[src/rtl/scsi_cmd_regs.sv]
module scsi_cmd_regs #(
  parameter int NUM_IDS = 8,
  parameter logic [7:0] REV_ID = 8'h04
) (
  input  logic               clk,
  input  logic               rst_n,
  input  logic               cs,
  input  logic               we,
  input  logic [5:0]         addr,
  input  logic [7:0]         wdata,
  output logic [7:0]         rdata,
  input  logic [NUM_IDS-1:0] tgt_present,
  output logic               irq,
  output logic               dma_mode,
  output logic               cmd_collect,
  output logic               fifo_flush,
  output logic               xfer_start
);
  localparam int NREG = 16;

  logic [7:0] rr [NREG];
  logic [7:0] wr_r [NREG];

  wire [3:0] idx    = addr[5:2];
  wire       wr_en  = cs & we;
  wire       rd_int = cs & ~we & (idx == 4'd5);
  wire       is_cmd = wr_en & (idx == 4'd3);
  wire [6:0] code   = wdata[6:0];
  wire       chip_rst = is_cmd & (code == 7'h02);
  wire [7:0] pres8  = 8'(tgt_present);
  wire       hit    = pres8[wr_r[4][2:0]];

  logic irq_set;
  always_comb begin
    irq_set = 1'b0;
    if (is_cmd)
      case (code)
        7'h03:               irq_set = ~wr_r[8][6];
        7'h42, 7'h11, 7'h12: irq_set = 1'b1;
        7'h43:               irq_set = 1'b1;
        default:             irq_set = 1'b0;
      endcase
  end

  assign rdata = rr[idx];

  always_ff @(posedge clk or negedge rst_n) begin
    if (!rst_n) begin
      for (int i = 0; i < NREG; i++) begin
        rr[i]   <= (i == 14) ? REV_ID : 8'h00;
        wr_r[i] <= 8'h00;
      end
      irq <= 1'b0; dma_mode <= 1'b0; cmd_collect <= 1'b0;
      fifo_flush <= 1'b0; xfer_start <= 1'b0;
    end else if (chip_rst) begin
      for (int i = 0; i < NREG; i++) begin
        rr[i]   <= (i == 14) ? REV_ID : 8'h00;
        wr_r[i] <= 8'h00;
      end
      irq <= 1'b0; dma_mode <= 1'b0; cmd_collect <= 1'b0;
      fifo_flush <= 1'b0; xfer_start <= 1'b0;
    end else begin
      fifo_flush <= 1'b0;
      xfer_start <= 1'b0;
      irq <= irq_set | (irq & ~rd_int);
      if (rd_int) rr[4][7:5] <= 3'b000;
      if (wr_en) begin
        wr_r[idx] <= wdata;
        case (idx)
          4'd0, 4'd1: rr[4][4] <= 1'b0;
          4'd8, 4'd12, 4'd13, 4'd14, 4'd15: rr[idx] <= wdata;
          4'd11: rr[11] <= wdata & 8'h15;
          4'd3: begin
            rr[3]    <= wdata;
            dma_mode <= wdata[7];
            if (wdata[7]) begin
              rr[0] <= wr_r[0];
              rr[1] <= wr_r[1];
            end
            case (code)
              7'h01: begin rr[5] <= 8'h08; rr[6] <= 8'h00; fifo_flush <= 1'b1; end
              7'h03: rr[5] <= 8'h80;
              7'h10: begin
                xfer_start  <= 1'b1;
                cmd_collect <= 1'b0;
                if (wdata[7]) rr[4][4] <= 1'b0;
              end
              7'h11: begin rr[4] <= 8'h93; rr[5] <= 8'h18; rr[6] <= 8'h04; end
              7'h12: begin rr[4] <= 8'h93; rr[5] <= 8'h20; rr[6] <= 8'h00; end
              7'h42, 7'h43: begin
                if (!hit) begin
                  rr[4] <= 8'h80; rr[5] <= 8'h20; rr[6] <= 8'h00;
                end else begin
                  rr[5] <= 8'h18; rr[6] <= 8'h04;
                  if (code == 7'h43) begin
                    rr[4] <= 8'h92;
                    cmd_collect <= 1'b1;
                  end else begin
                    rr[4][7] <= 1'b1;
                  end
                end
              end
              default: ;
            endcase
          end
          default: ;
        endcase
      end
    end
  end
endmodule


[config.mk]
export PLATFORM = sky130hd
export DESIGN_NAME = scsi_cmd_regs
export DESIGN_NICKNAME = d
export VERILOG_FILES = /design/src/rtl/scsi_cmd_regs.sv
export SDC_FILE = /design/constraint.sdc
export NUM_CORES = 1
export LEC_CHECK = 0
export ABC_AREA = 1
export BUFFER_PORTS_ARGS = -buffer_cell sky130_fd_sc_hd__buf_2
export CORE_MARGIN = 2
export CORE_UTILIZATION = 40
export DETAILED_ROUTE_END_ITERATION = 6
export GPL_TIMING_DRIVEN = 0
export PLACE_DENSITY = 0.67
export SLEW_MARGIN = 30
export SYNTH_ARGS = -nofsm -noshare
export SYNTH_HDL_FRONTEND = slang
export SYNTH_SLANG_ARGS = --single-unit
[constraint.sdc]
create_clock -name clk -period 1.68 [get_ports clk]
set_input_delay 0.336 -clock clk [delete_from_list [all_inputs] [get_ports clk]]
set_output_delay 0.336 -clock clk [all_outputs]
set_load 0.1 [all_outputs]
== Word level (Yosys, flattened, before mapping) ==
Cells that the tools add are included.
Cells by class
  reductions and logical operators: 25
  bitwise logic cells: 11
  equality and inequality tests: 26
  muxes and demuxes: 52
  order comparisons: 3
Operators with widths (number)
  $mux W128: 4
  $bwmux W128: 2
  $mux W32: 2
  $pmux W20 S2: 1
  $pmux W8 S5: 1
  $bmux W8 S4: 1
  $demux W8 S4: 1
  $mux W8: 4
  $pmux W16 S2: 1
  $eq A4 B4 Y1 const B: 6
  $pmux W8 S3: 1
  $mux W23: 1
  $pmux W11 S2: 1
  $eq A7 B5 Y1 const B: 3
  $mux W1: 20
  $mux W16: 1
  $pmux W8 S2: 1
  $eq A7 B2 Y1 const B: 2
  $eq A7 B7 Y1 const B: 2
  $ne A5 B3 Y1 const B: 2
  $reduce_and A5 Y1: 2
  $ne A3 B3 Y1 const B: 3
  $reduce_and A3 Y1: 3
  $reduce_bool A3 Y1: 3
  other kinds (31): 49
Storage, ports and cells
  bits in registers: 261
  output and inout port bits: 13
  logic and storage cells: 156
  bits of input ports: 26

== Longest topological paths before layout ==
Gate-level depths: netlist of the first run.
  word-level depth: 11
  mapped depth: 12
  gate-level depth less buffers: 12

== Worst setup path after synthesis of the first run ==
No wires, ideal clock.
  kind: input to output
  from: in addr[3]
  to: out rdata[4]
  arrival time: 2191 ps
  path slack: -847 ps
  cell stages on the path: 7
  buffers on the path: 2
  data required time: 1344 ps
  cell sequence: nor2_2 inv_1 clkbuf_1 buf_1 o22ai_1 o21ai_0 nand4_1
On the way
  cells in the longest elaborated chain, start to end: 4
RTL lines
  from (decl): line 9  | input logic [5:0] addr,
  $not A4 Y5 (implied by the code): line 45  | assign rdata = rr[idx];
  $bmux W8 S4: line 45
  $mux W8 (implied by the code) (2 in a row): line 45
  to (decl): line 11  | output logic [7:0] rdata,
Every way passes these cells. The select of a mux whose other input is x is not followed.

== Worst setup path in the final report of the first run ==
  from: reg rr[92] (netlist bit)
  to: out rdata[4]
On the way
  cells in the longest elaborated chain, start to end: 3
RTL lines
  from (decl): line 21  | logic [7:0] rr [NREG];
  from (signal, indexed assignment): line 50  | rr[i] <= (i == 14) ? REV_ID : 8'h00;
  from (signal, indexed assignment): line 57  | rr[i] <= (i == 14) ? REV_ID : 8'h00;
  from (signal, indexed assignment): line 71  | 4'd8, 4'd12, 4'd13, 4'd14, 4'd15: rr[idx] <= wdata;
  $bmux W8 S4: line 45
  $mux W8 (implied by the code) (2 in a row): line 45
Every way passes these cells. The select of a mux whose other input is x is not followed.

==> run summary, run 1 <==
The flow ran to the end, but the final reports show violations. The checks that failed: negative setup slack. The combinational family with the most area after synthesis is simple AND/OR/NAND/NOR gates. Clock tree synthesis inserted a total of 17 buffers. The path with the worst hold slack has its endpoint at rr[97]$_DFFE_PN0N_. The detailed-route wire length per cell came out at roughly 19 µm.

In the post-route analysis, the smallest setup slack over all paths is -0.350 ns. In the synthesized netlist, the cells that appear most often are sky130_fd_sc_hd__nand2_1 (188), sky130_fd_sc_hd__inv_1 (153), sky130_fd_sc_hd__dfrtp_1 (152). Based on the critical path, the design can be clocked at up to between 400 and 500 MHz.

The number of warnings printed during yosys synthesis came out at 0. The largest area contributor in the netlist is sky130_fd_sc_hd__dfrtp_1. In this run, synthesis produced a sequential element count of about 150. The total core area came out at approximately 18000 µm². The final weighted congestion in routability-driven placement came out at approximately 0.94.

The number of vias per cell came out at ~5.6. The largest driver fanout on the critical path is 2. The number of cells traversed by the worst hold path is 3. The critical path launch point type is a register. The synthesized-area fraction occupied by xor and xnor cells came out at 0%.

The number of max-cap violations is 0. The setup-violating endpoint count in the final report came out at 8. The detailed router put a total of between 9 and 10 mm of wire on met1. The TritonCTS sink count came out at between 150 and 200. Including well taps, the total number of placed cells is ~1100. After Yosys synthesis, and, or, nand and nor cells account for ~20% of the synthesized area.

The first-pass GRT wire length came out at ~36 mm. The number of design-rule violations left by the first detailed-router iteration came out at 648. The worst register-to-register path ends at rr[94]$_DFF_PN0_. The post-layout minimum cycle time came out at about 2 ns. Dividing the synthesized area by the synthesized cell count gives slightly above 8 µm².

Data arrives at the worst endpoint at between 1.5 and 2 ns. After synthesis, the largest area contributor takes up 52.6% of total cell area. After clock tree synthesis, the clock-pin slew on the worst setup and hold paths is approximately 0.07 ns. Synthesis produced a netlist whose cell count is roughly 880. Among all cell types in the netlist, the one instantiated most often is sky130_fd_sc_hd__nand2_1. The routed design uses about 1.7 mm of met3 wire.

The number of nets in the finished design came out at 990. The number of placed I/O pins is 39. The clock share of power came out at about two fifths. The final standard cell count with taps included and fillers excluded came out at between 1000 and 1500. In this run the remaining antenna-violating nets after routing total 0. The via count of the first global-routing pass is between 6000 and 7000.

The site row count came out at between 40 and 50. Among all flip-flop cells after synthesis, the most frequent one is sky130_fd_sc_hd__dfrtp_1. The floorplan die area is 19200 µm². The switching power is a little under 3000 µW. The number of enable-type register cells in the synthesized netlist is 0.

In this run the most critical hold path is launched from wdata[1]. The half-perimeter wire length after placement came out at between 15 and 20 mm. The count of buffers inserted at the top-level ports is 34. The post-synth net total is between 900 and 1000.

The area growth from synthesis to layout is 27.5%. The number of antenna repair diodes came out at 0. Of all flip-flops after synthesis, the portion carrying an async set or reset was 100%. The worst setup path is captured at an output pin.

TritonCTS built the clock tree. The detailed-routing iteration count for the pre-antenna-repair pass is 5. In the final timing run, aggregate negative setup slack is -2.59 ns. The number of distinct standard cells referenced by the synthesized netlist came out at 41. The hold violation total from the final report came to 0. The layout filler cell count came out at around 1700.

Signal routing reaches up to met4. The cell internal power dissipation is 7240 µW. The clock latency at the later pin of the worst-skew pair is around 0.44 ns. The power per unit of standard cell area is between 1000 and 1500 nW/µm². The worst clock skew came out at roughly 0.0083 ns. The startpoint identified for the worst register-to-register timing path is wr_r[88]$_DFFE_PN0P_. The sequential share of the synthesized area is roughly 53%.

Dividing the final minimum period by the clock period gives 121%. After Yosys synthesis, full adders, half adders and majority gates account for 0% of the synthesized area. The worst-case IR drop observed on VDD is about 0.0009 V. Data on the critical path is required at its endpoint by between 1 and 1.5 ns. Combinational logic burns between 15 and 20% of the power. The maximum count of clock buffers along a single path is 2. The tree is rooted in a sky130_fd_sc_hd__clkbuf_16. The maximum number of pins on one net before global-route repair is 82. The worst relative slew slack came out at between 60% and 70%.

The initial core utilization came out at approximately two fifths. Sorting the synthesized cells by area gives the leading types as sky130_fd_sc_hd__dfrtp_1 (53%), sky130_fd_sc_hd__nand2_1 (9.8%), sky130_fd_sc_hd__inv_1 (7.9%), sky130_fd_sc_hd__o22ai_1 (6.1%), sky130_fd_sc_hd__nor2_1 (4.5%). The overflow left after global routing came out at 0. The number of cells on the worst reg-to-reg path came out at 8. The transition time at the pin with the least slew margin came out at about 0.54 ns. The kind of path behind the tightest hold check is primary input to register. The analysis attributes to cell leakage a power of about 0.0046 µW. The initial antenna violation count came out at 0. The share of the synthesized area in compound gates (AO/OA/AOI/OAI) came out at roughly 16%. The overall global routing resource usage came out at 24.3%.

Setup slack on the worst reg-to-reg path comes out at 0.22 ns. Detailed routing inserted a total of approximately 6700 vias. Setup repair after global routing could not meet its margin everywhere. The routed wire length came out at around 23 mm. In this run the worst setup path begins at rr[92]$_DFFE_PN0P_. The worst setup path is of the register to output pin kind. The H-tree was split into 4 levels. Of the post-synthesis cell area, the part taken by muxes is 0%. The remaining design rule violation count came out at 0. Sequential cells burn 42.5% of the power. In this run switching power makes up 29.0% of total power. The number of pins with negative max-slew slack in the final report is 0.

The area of the mapped netlist is around 7200 µm². The height of the die came out at ~140 µm. After detailed routing, the met2 layer carries approximately 11 mm of wire. The die outline width is 138 µm. The fraction of layout instances using a drive strength above 1 is 22.3%.
==> final cells by class <==
type / instances / area, µm² / share of cell area, %
flip-flops and latches: 153 / 3830 / 41.6
multi-input cells: 533 / 2920 / 31.7
inverters: 163 / 661 / 7.17
repair buffers: 67 / 601 / 6.52
clock buffers: 17 / 425 / 4.62
plain buffers: 28 / 289 / 3.14
well taps: 229 / 287 / 3.11
clock inverters: 13 / 196 / 2.13
repair inverters: 1 / 7.51 / 0.0815
==> cell families (layout without fill, tap and decap cells) <==
| kind of cell | Yosys count | count (layout) |
|---|---|---|
| buffers and inverters | 192 | 289 |
| DFF | 153 | 153 |
| and+or+nand+nor | 339 | 339 |
| AOI/OAI and AO/OA | 193 | 194 |
==> sequential cells by signal, summed over array words and instances, names as in the netlist <==
signal	count
wr_r	20
dma_mode	1
xfer_start	1
irq	1
cmd_collect	1
rr	128
fifo_flush	1
==> per-stage QoR <==
| stage | setup WS (ns) | area, µm² | total power [µW] | utilization (%) | hold slack, ns |
|---|---|---|---|---|---|
| final | -0.350 | 9220 | 10200 | 51.7 | 0.284 |
| after global routing | -0.409 | 9220 | 10600 | 51.7 | 0.306 |
| after CTS | -0.344 | 8840 | 10100 | 49.5 | 0.273 |
| after detailed placement | -0.807 | 7860 | 5900 | 44.0 | 0.345 |
| after global placement | -2.01 | 7820 | 5840 | 43.8 | 0.460 |
| after floorplan | -0.483 | 7360 | 5430 | - | 0.0404 |
==> layout by cell type, fill, tap and decap left out, types with 4 or more instances in the layout <==
master,netlist,layout
sky130_fd_sc_hd__nand2_4,2,4
sky130_fd_sc_hd__nand4_1,18,18
sky130_fd_sc_hd__nand2_1,188,173
sky130_fd_sc_hd__a21oi_1,13,10
sky130_fd_sc_hd__bufinv_16,0,4
sky130_fd_sc_hd__nand3_1,30,27
sky130_fd_sc_hd__o22ai_2,0,4
sky130_fd_sc_hd__nor2_4,2,8
sky130_fd_sc_hd__buf_8,0,11
sky130_fd_sc_hd__o221ai_2,0,5
sky130_fd_sc_hd__buf_2,6,26
sky130_fd_sc_hd__inv_2,5,7
sky130_fd_sc_hd__o221ai_1,11,6
sky130_fd_sc_hd__o32ai_1,4,4
sky130_fd_sc_hd__a21oi_2,2,5
sky130_fd_sc_hd__clkbuf_8,0,8
sky130_fd_sc_hd__a22oi_1,17,5
sky130_fd_sc_hd__o21ai_0,61,46
sky130_fd_sc_hd__clkbuf_2,0,5
sky130_fd_sc_hd__a22oi_2,0,12
sky130_fd_sc_hd__clkbuf_4,0,4
sky130_fd_sc_hd__nand2_2,1,14
sky130_fd_sc_hd__dfrtp_1,152,152
sky130_fd_sc_hd__nor2_2,4,7
sky130_fd_sc_hd__buf_4,1,25
sky130_fd_sc_hd__o22ai_1,71,67
sky130_fd_sc_hd__clkbuf_16,0,19
sky130_fd_sc_hd__inv_4,1,4
sky130_fd_sc_hd__buf_6,3,8
sky130_fd_sc_hd__o21ai_2,0,5
sky130_fd_sc_hd__inv_8,0,4
sky130_fd_sc_hd__inv_1,153,144
sky130_fd_sc_hd__nand3_2,1,4
sky130_fd_sc_hd__clkinvlp_4,0,9
sky130_fd_sc_hd__o21ai_1,7,17
sky130_fd_sc_hd__nor2_1,87,78
==> worst max-delay path, cell delays in order (launching register included) <==
cell and delay (ns):
sky130_fd_sc_hd__dfrtp_1 0.40, sky130_fd_sc_hd__a22oi_2 0.19, sky130_fd_sc_hd__o221ai_1 0.14, sky130_fd_sc_hd__nand2_1 0.11, sky130_fd_sc_hd__nand4_1 0.19, sky130_fd_sc_hd__buf_8 0.24
==> worst max-delay path by stage <==
stage / slack [ns] / depth (start not counted) / endpoint
after floorplan: -0.48 / 7 / rdata[5]
after global placement: -2.01 / 1 / rr[121]$_DFFE_PN0P_
after detailed placement: -0.81 / 9 / rdata[0]
after CTS: -0.34 / 5 / rdata[7]
after global routing: -0.41 / 5 / rdata[2]
final: -0.35 / 5 / rdata[4]
==> per-layer routing <==
layer	global-route usage (%)	up-vias
met1	32.9	3282
met5	0	-
met3	5.09	70
met2	38.1	310
met4	10.5	0
li1	-	3052
==> power by group through the flow <==
stage          Sequential, µW  Clock, µW  Combinational, µW
2_1_floorplan            4380          0               1050
3_3_place_gp             4380          0               1470
3_5_place_dp             4390          0               1510
4_1_cts                  4330       4150               1660
5_1_grt                  4380       4300               1900
6_report                 4340       4120               1750
==> what timing repair did <==
action,in CTS,in global routing
endpoints found under the setup margin,85,106
pin swaps,20,10
setup buffers,6,22
gates cloned,2,3
resized for setup,83,55
endpoints found under the hold margin,72,0
hold buffers,1,0
Note: power is estimated with default switching activity, not from simulation.
==> run 2, diff against run 1 <==
- CORE_UTILIZATION: 40 -> 55
- PLACE_DENSITY: 0.67 -> 0.85
- SLEW_MARGIN: 30 -> not set
==> run 2 against run 1 <==
Effect of this change:
- the run still ends with negative setup slack left
- flip-flop and latch count stayed put
- first-iteration DRC count is 50% higher
- count of clock-buffer cells in the layout is 5 higher
- largest power group unchanged
- fmax is 1.6% lower
- power is 2.1% lower
- clock power is 6.3% lower
- sequential power hardly changed
- non-clock buffer count is 12 lower
- die area is 27% lower
- register-to-register slack worse by 0.10 ns
- clock skew is 0.0030 ns lower
==> run summary, run 2 (synthesis gave the netlist of run 1 again) <==
The met2 usage in global routing is between 50% and 60%. The switching share of total power is approximately 30%. Dividing the detail-routed via count by the number of cells gives around 6.1.

The clock-pin slew on the worst setup and hold paths is about 0.060 ns. The floorplan has about 40 rows. The count of buffers inserted at the top-level ports came out at 34. The worst clock skew is between 0.005 and 0.006 ns. The endpoint arrival time on the critical path is about 1.7 ns.

The floorplan step defined a die boundary enclosing 14100 µm². The final weighted congestion in routability-driven placement is ~0.95. The switching power came out at 2930 µW.

The clock share of power is 38.7%. The routed wire length is around 23 mm. The via count of the first global-routing pass is slightly below 7000. The number of antenna repair diodes is 0. The number of buffers created by CTS came out at 17. The part of the power in combinational logic is between 10% and 20%. The cell internal power dissipation is 7060 µW.

The highest ir drop seen on vdd came out at 0.000855 V. The worst relative slew slack came out at between 50% and 60%. The largest driver fanout on the critical path came out at 2. The required time of the critical path came out at between 1 and 1.5 ns.

In this run the most used layer during global routing was met2. The first global-routing pass estimated 35.9 mm of wire. The hold violation total from the final report came out at 0.

In the routed design, unresolved DRC markers number 0. 39 I/O pins were placed. The maximum number of pins on one net before global-route repair came out at between 70 and 80. The master of the slowest instance on the critical path is sky130_fd_sc_hd__dfrtp_1. Max-cap violations in this run came to 0. The TritonCTS sink count came out at 153. The number of design-rule violations left by the first detailed-router iteration is roughly 970.

The fraction of layout instances using a drive strength above 1 is 20.0%. The worst setup path is captured at an output pin. After floorplanning, the core was sized to cover approximately 13000 µm².

The H-tree level count came out at 4. Ranked by flip-flop count, first place goes to rr. Global routing consumed, on the met3 layer, 8.40% of the routing resources. The standby leakage power came out at roughly 0.0045 µW. The final worst setup slack came out at -0.382 ns. The worst stage delay on the critical path came out at ~0.38 ns. The type of the setup path with the least slack is register to output pin. The cell count after placement came out at 1084.

The library cell used most frequently in the layout, excluding fill and tap cells, is sky130_fd_sc_hd__nand2_1. The via count of the routed design came out at approximately 6900. The transition time at the pin with the least slew margin is a little over 0.7 ns. The clock passes through at most 2 buffers. The post-layout minimum cycle time is 2.06 ns.

In this run the worst hold path is classified as primary input to register. The maximum clock frequency came out at slightly below 500 MHz. The height of the die came out at between 100 and 150 µm.

Total power for the finished layout comes to about 10000 µW. Leaving out fill and tap cells, the most frequent cells in the layout are sky130_fd_sc_hd__nand2_1 (175), sky130_fd_sc_hd__dfrtp_1 (152), sky130_fd_sc_hd__inv_1 (147). The number of pins with negative max-slew slack in the final report came out at 0. The setup-violating endpoint count in the final report is 9. The half-perimeter wire length after placement is about 15 mm. The clock root buffer is sky130_fd_sc_hd__clkbuf_16. The detailed-routing iteration count for the pre-antenna-repair pass came out at 5. The post-synthesis to final-layout area growth came out at 24.0%. The run finished, with violations left. Measured along the x axis, the die boundary spans 119 µm. The clock latency at the later pin of the worst-skew pair came out at roughly 0.44 ns. The number of flip-flops in the largest register is between 100 and 150. The power per unit of standard cell area is 1110 nW/µm². The initial core utilization came out at 56.8%. The final period utilization came out at 123%. The worst setup path is launched from a register. Setup repair after global routing could not meet its margin everywhere.

The number of nets in the finished design came out at 978. The overflow left after global routing is 0. The largest registers in the layout are rr (128), wr_r (20).

TritonCTS built the clock tree. Global routing used approximately 34% of the available tracks across all layers. The final reports fail on negative setup slack. The initial antenna violation count is 0. The detailed-route wire length per cell is roughly 20 µm. The signal on the critical path passes through inv_1, o22ai_1, o21ai_0, nand4_1, buf_8.

Leaving out filler cells and counting taps, the final layout contains approximately 1100. The number of nets with antenna violations after routing is 0. Of the total power, registers draw around 44%.

In the global route stage, met1 resource usage came out at a little over two fifths.
==> run 2: changes by cell type in the layout (fill, tap and decap cells not counted), moves of 3 or more <==
cell,change
sky130_fd_sc_hd__clkbuf_1,+4
sky130_fd_sc_hd__clkbuf_8,+3
sky130_fd_sc_hd__buf_8,-5
sky130_fd_sc_hd__inv_1,+3
sky130_fd_sc_hd__inv_4,-3
sky130_fd_sc_hd__inv_6,+3
sky130_fd_sc_hd__inv_8,-3
sky130_fd_sc_hd__buf_4,-9
sky130_fd_sc_hd__o221ai_1,-3
sky130_fd_sc_hd__nor2_1,+5
sky130_fd_sc_hd__nor2_4,-3
sky130_fd_sc_hd__nand2_2,-3
sky130_fd_sc_hd__o221ai_2,+3
==> run 2: stage by stage <==
stage / TNS (ns) / utilization (%) / hold WS, ns / area [µm²] / setup WS, ns
5_1_grt: -3.31 / 70.5 / 0.307 / 8970 / -0.426
6_report: -2.76 / 70.5 / 0.296 / 8970 / -0.382
3_5_place_dp: -72.12 / 61.2 / 0.405 / 7780 / -0.745
4_1_cts: -2.30 / 69.3 / 0.284 / 8820 / -0.313
3_3_place_gp: -354.37 / 60.9 / 0.456 / 7750 / -1.88
2_1_floorplan: -3.61 / - / 0.0404 / 7360 / -0.483
==> run 2: critical path, delay by kind of cell, from the launching register on <==
| family | cells | cell delay (ns) |
|---|---|---|
| and+or+nand+nor | 1 | 0.22 |
| AOI/OAI and AO/OA | 2 | 0.38 |
| DFF | 1 | 0.38 |
| buffers and inverters | 2 | 0.31 |
==> run 2: final timing paths <==
check / slack, ns / depth (start not counted) / from / end
worst max-delay path: -0.38 / 5 / rr[6]$_DFFE_PN0P_ / rdata[6]
worst min-delay path: 0.30 / 3 / wdata[4] / wr_r[116]$_DFFE_PN0P_
worst max register to register: 0.12 / 10 / wr_r[88]$_DFFE_PN0P_ / rr[88]$_DFFE_PN0P_
worst min register to register: 0.49 / 2 / rr[51]$_DFFE_PN0P_ / rr[51]$_DFFE_PN0P_
max in group asynchronous: 0.34 / 3 / rst_n / rr[79]$_DFFE_PN0P_
min in group asynchronous: 0.49 / 2 / rst_n / rr[28]$_DFFE_PN0P_
==> run 2: per-layer routing <==
layer  wire length, µm  share of wire [%]
met2             10700                 46
met1              8540                 37
met5                 0                  0
met3              2510                 11
met4              1420                6.1
==> run 2: cell type report <==
class,instances,area [µm²]
flip-flops and latches,153,3830
fillers,966,3760
multi-input cells,533,2910
inverters,163,657
repair buffers,55,509
clock buffers,22,474
plain buffers,28,251
well taps,172,215
clock inverters,10,119
repair inverters,1,3.75
==> run 2: power by group through the flow <==
stage,combinational (µW),sequential (µW),clock (µW)
after floorplan,1050,4380,0
after detailed placement,1490,4400,0
after global routing,1910,4390,4030
after global placement,1440,4370,0
after CTS,1680,4340,3860
final,1770,4360,3860
==> run 2: repair_timing <==
action,4_1_cts,5_1_grt
gates resized for setup,87,30
pin swaps,23,12
gates cloned,5,0
setup endpoints to repair,69,75
hold buffers,1,0
endpoints found under the hold margin,74,0
setup buffers,11,5
